--- config.mk ---
export PLATFORM = sky130hd
export DESIGN_NAME = mw_eeprom_burst
export DESIGN_NICKNAME = d
export VERILOG_FILES = /design/src/rtl/mwb_pkg.sv /design/src/rtl/mwb_cell.sv /design/src/rtl/mwb_frame.sv /design/src/rtl/mwb_seq.sv /design/src/rtl/mw_eeprom_burst.sv
export SDC_FILE = /design/constraint.sdc
export NUM_CORES = 1
export LEC_CHECK = 0
export CORE_ASPECT_RATIO = 1.1
export CORE_MARGIN = 1
export CORE_UTILIZATION = 60
export DETAILED_ROUTE_END_ITERATION = 8
export DONT_BUFFER_PORTS = 1
export PLACE_DENSITY = 0.84
export SLEW_MARGIN = 20
export SYNTH_ARGS = -nofsm -noshare
export SYNTH_HDL_FRONTEND = slang
export SYNTH_SLANG_ARGS = --single-unit
--- constraint.sdc ---
create_clock -name clk -period 8.31 [get_ports clk]
set_clock_uncertainty 0.15 [all_clocks]
set_input_delay 1.662 -clock clk [delete_from_list [all_inputs] [get_ports clk]]
set_output_delay 1.662 -clock clk [all_outputs]
set_load 0.03 [all_outputs]
--- src/rtl/mwb_pkg.sv ---
package mwb_pkg;
  localparam int WORD_W = 16;
  localparam int OPC_W  = 3;

  typedef enum logic [3:0] {
    ST_IDLE,
    ST_SEL,
    ST_SHIFT,
    ST_RCAP,
    ST_RST,
    ST_RVAL,
    ST_WWAIT,
    ST_GAP,
    ST_POLL
  } seq_state_e;

  typedef enum logic [1:0] {
    CM_EWEN,
    CM_READ,
    CM_WRITE,
    CM_EWDS
  } cmd_e;
endpackage

--- src/rtl/mwb_cell.sv ---
// One serial bit cell: low half, high half, sample at the end of the high half.
module mwb_cell #(
  parameter int DIV = 2
) (
  input  logic clk,
  input  logic rst_n,
  input  logic go,
  input  logic go_cs,
  input  logic go_do,
  input  logic din,
  output logic sclk,
  output logic cs,
  output logic dout,
  output logic done,
  output logic smp
);
  localparam int CW = (DIV > 1) ? $clog2(DIV) : 1;
  localparam logic [CW-1:0] LAST = CW'(DIV - 1);

  logic          active_q, active_d;
  logic          high_q, high_d;
  logic [CW-1:0] cnt_q, cnt_d;
  logic          cs_q, cs_d;
  logic          do_q, do_d;
  logic          done_q, done_d;
  logic          smp_q, smp_d;

  always_comb begin
    active_d = active_q;
    high_d   = high_q;
    cnt_d    = cnt_q;
    cs_d     = cs_q;
    do_d     = do_q;
    done_d   = 1'b0;
    smp_d    = smp_q;
    if (go) begin
      active_d = 1'b1;
      high_d   = 1'b0;
      cnt_d    = '0;
      cs_d     = go_cs;
      do_d     = go_do;
    end else if (active_q) begin
      if (cnt_q == LAST) begin
        cnt_d = '0;
        if (!high_q) begin
          high_d = 1'b1;
        end else begin
          high_d   = 1'b0;
          active_d = 1'b0;
          done_d   = 1'b1;
          smp_d    = din;
        end
      end else begin
        cnt_d = cnt_q + CW'(1);
      end
    end
  end

  always_ff @(posedge clk or negedge rst_n) begin
    if (!rst_n) begin
      active_q <= 1'b0;
      high_q   <= 1'b0;
      cnt_q    <= '0;
      cs_q     <= 1'b0;
      do_q     <= 1'b0;
      done_q   <= 1'b0;
      smp_q    <= 1'b0;
    end else begin
      active_q <= active_d;
      high_q   <= high_d;
      cnt_q    <= cnt_d;
      cs_q     <= cs_d;
      do_q     <= do_d;
      done_q   <= done_d;
      smp_q    <= smp_d;
    end
  end

  assign sclk = high_q;
  assign cs   = cs_q;
  assign dout = do_q;
  assign done = done_q;
  assign smp  = smp_q;
endmodule

--- src/rtl/mwb_frame.sv ---
// Builds the left-aligned serial frame and its bit count for one command.
module mwb_frame
  import mwb_pkg::*;
#(
  parameter int ADDR_W = 6,
  parameter int LB     = 5
) (
  input  cmd_e                            cmd,
  input  logic [ADDR_W-1:0]               addr,
  input  logic [WORD_W-1:0]               data,
  output logic [OPC_W+ADDR_W+WORD_W-1:0]  vec,
  output logic [LB-1:0]                   len
);
  localparam int PAD = ADDR_W - 2;
  localparam logic [LB-1:0] SHORT_LEN = LB'(OPC_W + ADDR_W);
  localparam logic [LB-1:0] LONG_LEN  = LB'(OPC_W + ADDR_W + WORD_W);

  always_comb begin
    unique case (cmd)
      CM_READ: begin
        vec = {3'b110, addr, {WORD_W{1'b0}}};
        len = SHORT_LEN;
      end
      CM_WRITE: begin
        vec = {3'b101, addr, data};
        len = LONG_LEN;
      end
      CM_EWEN: begin
        vec = {3'b100, 2'b11, {PAD{1'b0}}, {WORD_W{1'b0}}};
        len = SHORT_LEN;
      end
      default: begin
        vec = {3'b100, 2'b00, {PAD{1'b0}}, {WORD_W{1'b0}}};
        len = SHORT_LEN;
      end
    endcase
  end
endmodule

--- src/rtl/mwb_seq.sv ---
// Burst sequencer: commands, word loop, ready poll, client handshakes.
module mwb_seq
  import mwb_pkg::*;
#(
  parameter int ADDR_W   = 6,
  parameter int LEN_W    = 4,
  parameter int POLL_MAX = 64,
  parameter int FW       = 25,
  parameter int LB       = 5
) (
  input  logic              clk,
  input  logic              rst_n,
  input  logic              req_valid,
  input  logic              req_write,
  input  logic [ADDR_W-1:0] req_addr,
  input  logic [LEN_W-1:0]  req_len,
  output logic              busy,
  output logic              done,
  output logic              err,
  output logic              rd_valid,
  input  logic              rd_ready,
  output logic [WORD_W-1:0] rd_data,
  input  logic              wr_valid,
  output logic              wr_ready,
  input  logic [WORD_W-1:0] wr_data,
  input  logic              cell_done,
  input  logic              cell_smp,
  output logic              cell_go,
  output logic              cell_cs,
  output logic              cell_do,
  output cmd_e              fr_cmd,
  output logic [ADDR_W-1:0] fr_addr,
  output logic [WORD_W-1:0] fr_data,
  input  logic [FW-1:0]     fr_vec,
  input  logic [LB-1:0]     fr_len
);
  localparam int PW = (POLL_MAX > 1) ? $clog2(POLL_MAX) : 1;
  localparam logic [PW-1:0] POLL_LAST = PW'(POLL_MAX - 1);
  localparam logic [LB-1:0] RD_CELLS  = LB'(WORD_W + 1);

  seq_state_e        st_q, st_d;
  cmd_e              cmd_q, cmd_d;
  logic [ADDR_W-1:0] addr_q, addr_d;
  logic [LEN_W-1:0]  left_q, left_d;
  logic [WORD_W-1:0] wdat_q, wdat_d;
  logic [WORD_W-1:0] rdat_q, rdat_d;
  logic [FW-1:0]     sh_q, sh_d;
  logic [LB-1:0]     bits_q, bits_d;
  logic [PW-1:0]     poll_q, poll_d;
  logic              tout_q, tout_d;
  logic              busy_q, busy_d;
  logic              done_q, done_d;
  logic              err_q, err_d;

  always_comb begin
    st_d    = st_q;
    cmd_d   = cmd_q;
    addr_d  = addr_q;
    left_d  = left_q;
    wdat_d  = wdat_q;
    rdat_d  = rdat_q;
    sh_d    = sh_q;
    bits_d  = bits_q;
    poll_d  = poll_q;
    tout_d  = tout_q;
    busy_d  = busy_q;
    done_d  = 1'b0;
    err_d   = 1'b0;
    cell_go = 1'b0;
    cell_cs = 1'b0;
    cell_do = 1'b0;

    unique case (st_q)
      ST_IDLE: begin
        if (req_valid) begin
          addr_d  = req_addr;
          left_d  = req_len;
          tout_d  = 1'b0;
          busy_d  = 1'b1;
          cmd_d   = req_write ? CM_EWEN : CM_READ;
          cell_go = 1'b1;
          cell_cs = 1'b1;
          st_d    = ST_SEL;
        end
      end
      ST_SEL: begin
        if (cell_done) begin
          cell_go = 1'b1;
          cell_cs = 1'b1;
          cell_do = fr_vec[FW-1];
          sh_d    = fr_vec << 1;
          bits_d  = fr_len - LB'(1);
          st_d    = ST_SHIFT;
        end
      end
      ST_SHIFT: begin
        if (cell_done) begin
          cell_go = 1'b1;
          if (bits_q != '0) begin
            cell_cs = 1'b1;
            cell_do = sh_q[FW-1];
            sh_d    = sh_q << 1;
            bits_d  = bits_q - LB'(1);
          end else if (cmd_q == CM_READ) begin
            cell_cs = 1'b1;
            bits_d  = RD_CELLS;
            st_d    = ST_RCAP;
          end else if (cmd_q == CM_WRITE) begin
            st_d = ST_GAP;
          end else begin
            st_d = ST_RST;
          end
        end
      end
      ST_RCAP: begin
        if (cell_done) begin
          rdat_d  = {rdat_q[WORD_W-2:0], cell_smp};
          cell_go = 1'b1;
          if (bits_q == LB'(1)) begin
            st_d = ST_RST;
          end else begin
            cell_cs = 1'b1;
            bits_d  = bits_q - LB'(1);
          end
        end
      end
      ST_RST: begin
        if (cell_done) begin
          unique case (cmd_q)
            CM_READ: st_d = ST_RVAL;
            CM_EWEN: st_d = ST_WWAIT;
            CM_WRITE: begin
              if (tout_q || (left_q == '0)) begin
                cmd_d   = CM_EWDS;
                cell_go = 1'b1;
                cell_cs = 1'b1;
                st_d    = ST_SEL;
              end else begin
                addr_d = addr_q + ADDR_W'(1);
                left_d = left_q - LEN_W'(1);
                st_d   = ST_WWAIT;
              end
            end
            default: begin
              busy_d = 1'b0;
              done_d = 1'b1;
              err_d  = tout_q;
              st_d   = ST_IDLE;
            end
          endcase
        end
      end
      ST_RVAL: begin
        if (rd_ready) begin
          if (left_q == '0) begin
            busy_d = 1'b0;
            done_d = 1'b1;
            st_d   = ST_IDLE;
          end else begin
            addr_d  = addr_q + ADDR_W'(1);
            left_d  = left_q - LEN_W'(1);
            cell_go = 1'b1;
            cell_cs = 1'b1;
            st_d    = ST_SEL;
          end
        end
      end
      ST_WWAIT: begin
        if (wr_valid) begin
          wdat_d  = wr_data;
          cmd_d   = CM_WRITE;
          cell_go = 1'b1;
          cell_cs = 1'b1;
          st_d    = ST_SEL;
        end
      end
      ST_GAP: begin
        if (cell_done) begin
          poll_d  = '0;
          cell_go = 1'b1;
          cell_cs = 1'b1;
          st_d    = ST_POLL;
        end
      end
      ST_POLL: begin
        if (cell_done) begin
          cell_go = 1'b1;
          if (cell_smp) begin
            st_d = ST_RST;
          end else if (poll_q == POLL_LAST) begin
            tout_d = 1'b1;
            st_d   = ST_RST;
          end else begin
            cell_cs = 1'b1;
            poll_d  = poll_q + PW'(1);
          end
        end
      end
      default: st_d = ST_IDLE;
    endcase
  end

  always_ff @(posedge clk or negedge rst_n) begin
    if (!rst_n) begin
      st_q   <= ST_IDLE;
      cmd_q  <= CM_READ;
      addr_q <= '0;
      left_q <= '0;
      wdat_q <= '0;
      rdat_q <= '0;
      sh_q   <= '0;
      bits_q <= '0;
      poll_q <= '0;
      tout_q <= 1'b0;
      busy_q <= 1'b0;
      done_q <= 1'b0;
      err_q  <= 1'b0;
    end else begin
      st_q   <= st_d;
      cmd_q  <= cmd_d;
      addr_q <= addr_d;
      left_q <= left_d;
      wdat_q <= wdat_d;
      rdat_q <= rdat_d;
      sh_q   <= sh_d;
      bits_q <= bits_d;
      poll_q <= poll_d;
      tout_q <= tout_d;
      busy_q <= busy_d;
      done_q <= done_d;
      err_q  <= err_d;
    end
  end

  assign busy     = busy_q;
  assign done     = done_q;
  assign err      = err_q;
  assign rd_valid = (st_q == ST_RVAL);
  assign wr_ready = (st_q == ST_WWAIT);
  assign rd_data  = rdat_q;
  assign fr_cmd   = cmd_q;
  assign fr_addr  = addr_q;
  assign fr_data  = wdat_q;
endmodule

--- src/rtl/mw_eeprom_burst.sv ---
module mw_eeprom_burst
  import mwb_pkg::*;
#(
  parameter int ADDR_W   = 6,
  parameter int LEN_W    = 4,
  parameter int DIV      = 2,
  parameter int POLL_MAX = 64
) (
  input  logic              clk,
  input  logic              rst_n,
  input  logic              req_valid,
  input  logic              req_write,
  input  logic [ADDR_W-1:0] req_addr,
  input  logic [LEN_W-1:0]  req_len,
  output logic              busy,
  output logic              done,
  output logic              err,
  output logic              rd_valid,
  input  logic              rd_ready,
  output logic [15:0]       rd_data,
  input  logic              wr_valid,
  output logic              wr_ready,
  input  logic [15:0]       wr_data,
  output logic              mw_cs,
  output logic              mw_sclk,
  output logic              mw_do,
  input  logic              mw_di
);
  localparam int FW = OPC_W + ADDR_W + WORD_W;
  localparam int LB = $clog2(FW + 1);

  logic [1:0] rsync_q;
  logic       srst_n;

  always_ff @(posedge clk or negedge rst_n) begin
    if (!rst_n) rsync_q <= 2'b00;
    else        rsync_q <= {rsync_q[0], 1'b1};
  end
  assign srst_n = rsync_q[1];

  logic              cell_go, cell_cs, cell_do, cell_done, cell_smp;
  cmd_e              fr_cmd;
  logic [ADDR_W-1:0] fr_addr;
  logic [WORD_W-1:0] fr_data;
  logic [FW-1:0]     fr_vec;
  logic [LB-1:0]     fr_len;

  mwb_seq #(
    .ADDR_W(ADDR_W), .LEN_W(LEN_W), .POLL_MAX(POLL_MAX), .FW(FW), .LB(LB)
  ) u_seq (
    .clk(clk), .rst_n(srst_n),
    .req_valid(req_valid), .req_write(req_write),
    .req_addr(req_addr), .req_len(req_len),
    .busy(busy), .done(done), .err(err),
    .rd_valid(rd_valid), .rd_ready(rd_ready), .rd_data(rd_data),
    .wr_valid(wr_valid), .wr_ready(wr_ready), .wr_data(wr_data),
    .cell_done(cell_done), .cell_smp(cell_smp),
    .cell_go(cell_go), .cell_cs(cell_cs), .cell_do(cell_do),
    .fr_cmd(fr_cmd), .fr_addr(fr_addr), .fr_data(fr_data),
    .fr_vec(fr_vec), .fr_len(fr_len)
  );

  mwb_frame #(.ADDR_W(ADDR_W), .LB(LB)) u_frame (
    .cmd(fr_cmd), .addr(fr_addr), .data(fr_data),
    .vec(fr_vec), .len(fr_len)
  );

  mwb_cell #(.DIV(DIV)) u_cell (
    .clk(clk), .rst_n(srst_n),
    .go(cell_go), .go_cs(cell_cs), .go_do(cell_do),
    .din(mw_di),
    .sclk(mw_sclk), .cs(mw_cs), .dout(mw_do),
    .done(cell_done), .smp(cell_smp)
  );
endmodule

==> qor.csv <==
stage,metric,value,unit
run_status,status,completed,
timing,Final Max Tran Viols,0,
yosys,"Seq/Total Area, Yosys",0.487,
finish,layout cells sized above 1,0.168,
yosys,post-synthesis adder-cell area fraction,0.0304,
clock_network,htree depth,3,
flow_run,maxcap violations,0,
yosys,number of synthesized flops with an enable pin,0,
timing,FMAX,283,MHz
route,# DRC,0,
pwr,leakage,0.00228,uW
route,DRT iter0 DRCs,279,
clock_network,total CTS buffers,9,
global_route,total congestion overflow,0,
finish,ANT cells,0,
yosys,"FFs w/ async S/R, synth",1.00,
setup_path,worst r2r dst,u_seq.left_q[2]$_DFFE_PN0P_,
finish,post-layout net count,516,
clock_network,CTS sink count,96,
timing,RSZ-0062 raised after global routing,false,
setup_path,"Largest stage delay, worst path",0.84,ns
min_path,Hold WC Path Type,reg -> async,
setup_path,CP bufs+invs,0,
yosys,Synth Warn #,0,
yosys,Synth Area in Simple Gates,0.165,
yosys,post-synthesis mux area share,0.0969,
route,DRT antenna net count,0,
timing,period utilization,0.425,
clock_network,post-CTS setup buffer count,0,
finish,register area,2410,um2
floorplan,Total Die Area,8590,um2
route,Pre-Repair DR Iteration Count,4,
yosys,Synth Area in Compound Gates,0.168,
global_route,global-route wire length before repair,16.5,mm
finish,Fill cells,652,
timing,Finish-stage setup viols,0,
setup_path,crit path kind,reg -> out,
yosys,Synth Cell Area,4930,um2
place,Port Buf Inserts,0,
timing,Max-slew headroom,0.282,
finish,final std cells w/o fill,584,
setup_path,Crit. End Element,output port,
clock_network,CTS Root Cell,clkbuf_8,
pwr,pwr dens,320,nW/um2
yosys,XOR/XNOR Fraction of Synth Area,0.00888,
yosys,Syn Nets,529,
clock_network,CTS max path bufs,2,
timing,"Hold Vio Cnt, Final",0,
floorplan,Die Wd,88.5,um
floorplan,IO Pins,57,
finish,P&R area growth vs syn,4.57,%
pwr,final total power,1650,uW
floorplan,cell row count,34,
yosys,ys flop type,dfrtp_1,
place,GP Congestion,0.889,
setup_path,R2R depth,7,
place,DP HPWL,6.79,mm
finish,area occupied by multi-input gates,2330,um2
clock_network,Post-CTS Resized,0,
setup_path,crit path cell chain,and4bb_2,
clock_network,Worst-path clk slew,0.10,ns
place,placed cell count,568,
clock_network,CTS tree,done,
yosys,Mapped Cells,484,
clock_network,# hold bufs at CTS,0,
yosys,largest family of logic cells by synthesized area,compound AO/OA/AOI/OAI gates,
route,routed vias,3567,
route,Total Wirelength,9.61,mm
yosys,Yosys reg bits,96,
yosys,Avg Inst Size Synth,10.2,um2
route,Via density,6.11,
global_route,vias in the first global route,3555,
global_route,gr usage total,0.246,
finish,Finished Core Util,0.648,
timing,hold_ws,0.0764,ns
setup_path,R2R Setup Slk,5.20,ns
setup_path,CP Max Fanout,23,
setup_path,Crit path max-delay family,flip-flops,
floorplan,DIE HEIGHT,97.1,um
pwr,peak supply drop,0.183,mV
clock_network,clock latency on the worst-skew pair,0.37,ns
route,WL per Instance,16.4,um
global_route,largest net degree at the start of global routing,69,
floorplan,starting density of the core,0.620,
setup_path,CP Data Required Time,6.50,ns
floorplan,CORE AREA,7960,um2
timing,Tmin final,3.53,ns
setup_path,CP arrival,1.72,ns
timing,worst slew pin tran,1.08,ns
setup_path,slowest cell on the critical path,dfrtp_1,
global_route,initial antenna violation count,0,
yosys,synth unique cells,62,
setup_path,Worst setup SP type,register,
setup_path,R2R Path Start,u_seq.fr_cmd[0]$_DFFE_PN1P_,
timing,Final TNS setup,0,ns
cell usage after synthesis, drive strengths merged (2+ instances only):
| library cell | n | share of area |
|---|---|---|
| or3 | 4 | 0.0051 |
| and2 | 2 | 0.0025 |
| or3b | 2 | 0.0036 |
| buf | 19 | 0.025 |
| a22o | 3 | 0.0053 |
| a31oi | 2 | 0.0025 |
| a21oi | 45 | 0.046 |
| xnor2 | 4 | 0.0071 |
| nor2b | 2 | 0.0025 |
| clkbuf | 9 | 0.0068 |
| mux2i | 5 | 0.010 |
| or4b | 2 | 0.0048 |
| o31ai | 3 | 0.0046 |
| a21o | 2 | 0.0030 |
| a211o | 2 | 0.0036 |
| o211ai | 2 | 0.0030 |
| o21ai | 46 | 0.048 |
| nor2 | 27 | 0.021 |
| a22oi | 6 | 0.0091 |
| nor3b | 4 | 0.0061 |
| nand4 | 2 | 0.0025 |
| nor4 | 2 | 0.0038 |
| mux2 | 38 | 0.087 |
| dfrtp | 95 | 0.48 |
| nor3 | 9 | 0.011 |
| nand2 | 48 | 0.037 |
| inv | 15 | 0.011 |
| nand3b | 2 | 0.0030 |
| ha | 12 | 0.030 |
| a32o | 2 | 0.0041 |
| a2111oi | 3 | 0.0091 |
| o22ai | 3 | 0.0038 |
| nand3 | 20 | 0.020 |
| and3 | 18 | 0.023 |
| nand2b | 3 | 0.0038 |
| nor4b | 2 | 0.0066 |
| a211oi | 2 | 0.0030 |
| and4bb | 3 | 0.0076 |
flip-flops by register name, summed over array words and instances, names as in the netlist:
register / count
u_seq.fr_addr: 6
u_seq.fr_cmd: 2
u_seq.rd_data: 16
u_cell.cs: 1
u_seq.tout_q: 1
u_cell.cnt_q: 1
u_seq.st_q: 4
u_cell.sclk: 1
u_seq.sh_q: 24
u_cell.smp: 1
u_seq.fr_data: 16
u_cell.dout: 1
u_cell.active_q: 1
u_seq.bits_q: 5
u_seq.left_q: 4
u_cell.done: 1
u_seq.poll_q: 6
u_seq.done: 1
u_seq.err: 1
u_seq.busy: 1
rsync_q: 2
worst max path at each step:
stage / slack (ns) / cells past startpoint / to / start
final: 4.78 / 1 / rd_valid / u_seq.st_q[0]$_DFFE_PN0P_
after global placement: 4.83 / 5 / u_seq.fr_addr[0]$_DFFE_PN0P_ / rd_ready
after global routing: 4.71 / 1 / rd_valid / u_seq.st_q[0]$_DFFE_PN0P_
after detailed placement: 4.76 / 5 / u_seq.left_q[2]$_DFFE_PN0P_ / rd_ready
after CTS: 4.80 / 1 / rd_valid / u_seq.st_q[0]$_DFFE_PN0P_
after floorplan: 5.27 / 6 / u_seq.fr_addr[0]$_DFFE_PN0P_ / rd_ready
per-layer routing:
| layer | track usage | vias to the layer above | part of all wire |
|---|---|---|---|
| met4 | 0.105 | 0 | 0.023 |
| li1 | - | 1708 | - |
| met1 | 0.314 | 1757 | 0.42 |
| met3 | 0.0501 | 13 | 0.051 |
| met5 | 0 | - | 0 |
| met2 | 0.403 | 89 | 0.51 |
report_power, final:
group	switching (uW)	leakage [uW]	internal (uW)
clock	178	0.000102	125
sequential	160	0.00124	593
combinational	342	0.000933	252
total	680	0.00228	970
cell type report:
type                            instances  share of cell area
Multi-Input combinational cell        345               0.453
Timing Repair Buffer                    4             0.00582
Clock inverter                          6              0.0112
Tap cell                              108              0.0262
Clock buffer                           10              0.0267
Sequential cell                        96               0.467
Inverter                               15              0.0109
layout by cell type, fill, tap and decap left out, drive strengths merged, types with 3 or more instances in the layout:
cell	n
a2111oi	3
a21oi	45
a22o	3
a22oi	6
and3	18
and4bb	3
buf	4
clkbuf	10
dfrtp	95
ha	12
inv	20
mux2	38
mux2i	5
nand2	48
nand2b	3
nand3	20
nor2	27
nor3	9
nor3b	4
o21ai	46
o22ai	3
o31ai	3
or3	4
xnor2	4
per-stage QoR:
step	area, um2	setup slack, ns
global placement	4960	4.83
finish	5160	4.78
detailed placement	4960	4.76
floorplan	4930	5.27
global route	5160	4.71
CTS	5160	4.80
logic make-up (layout without fill, tap and decap cells):
family | after synthesis | after routing
adders and majority gates | 12 | 12
xor gates and xnor gates | 5 | 5
muxes | 43 | 43
DFF | 96 | 96
buffers and inverters | 43 | 35
AOI/OAI and AO/OA | 131 | 131
other | 1 | 1
and+or+nand+nor | 153 | 153
No activity file was read; power rests on OpenSTA's default activity.
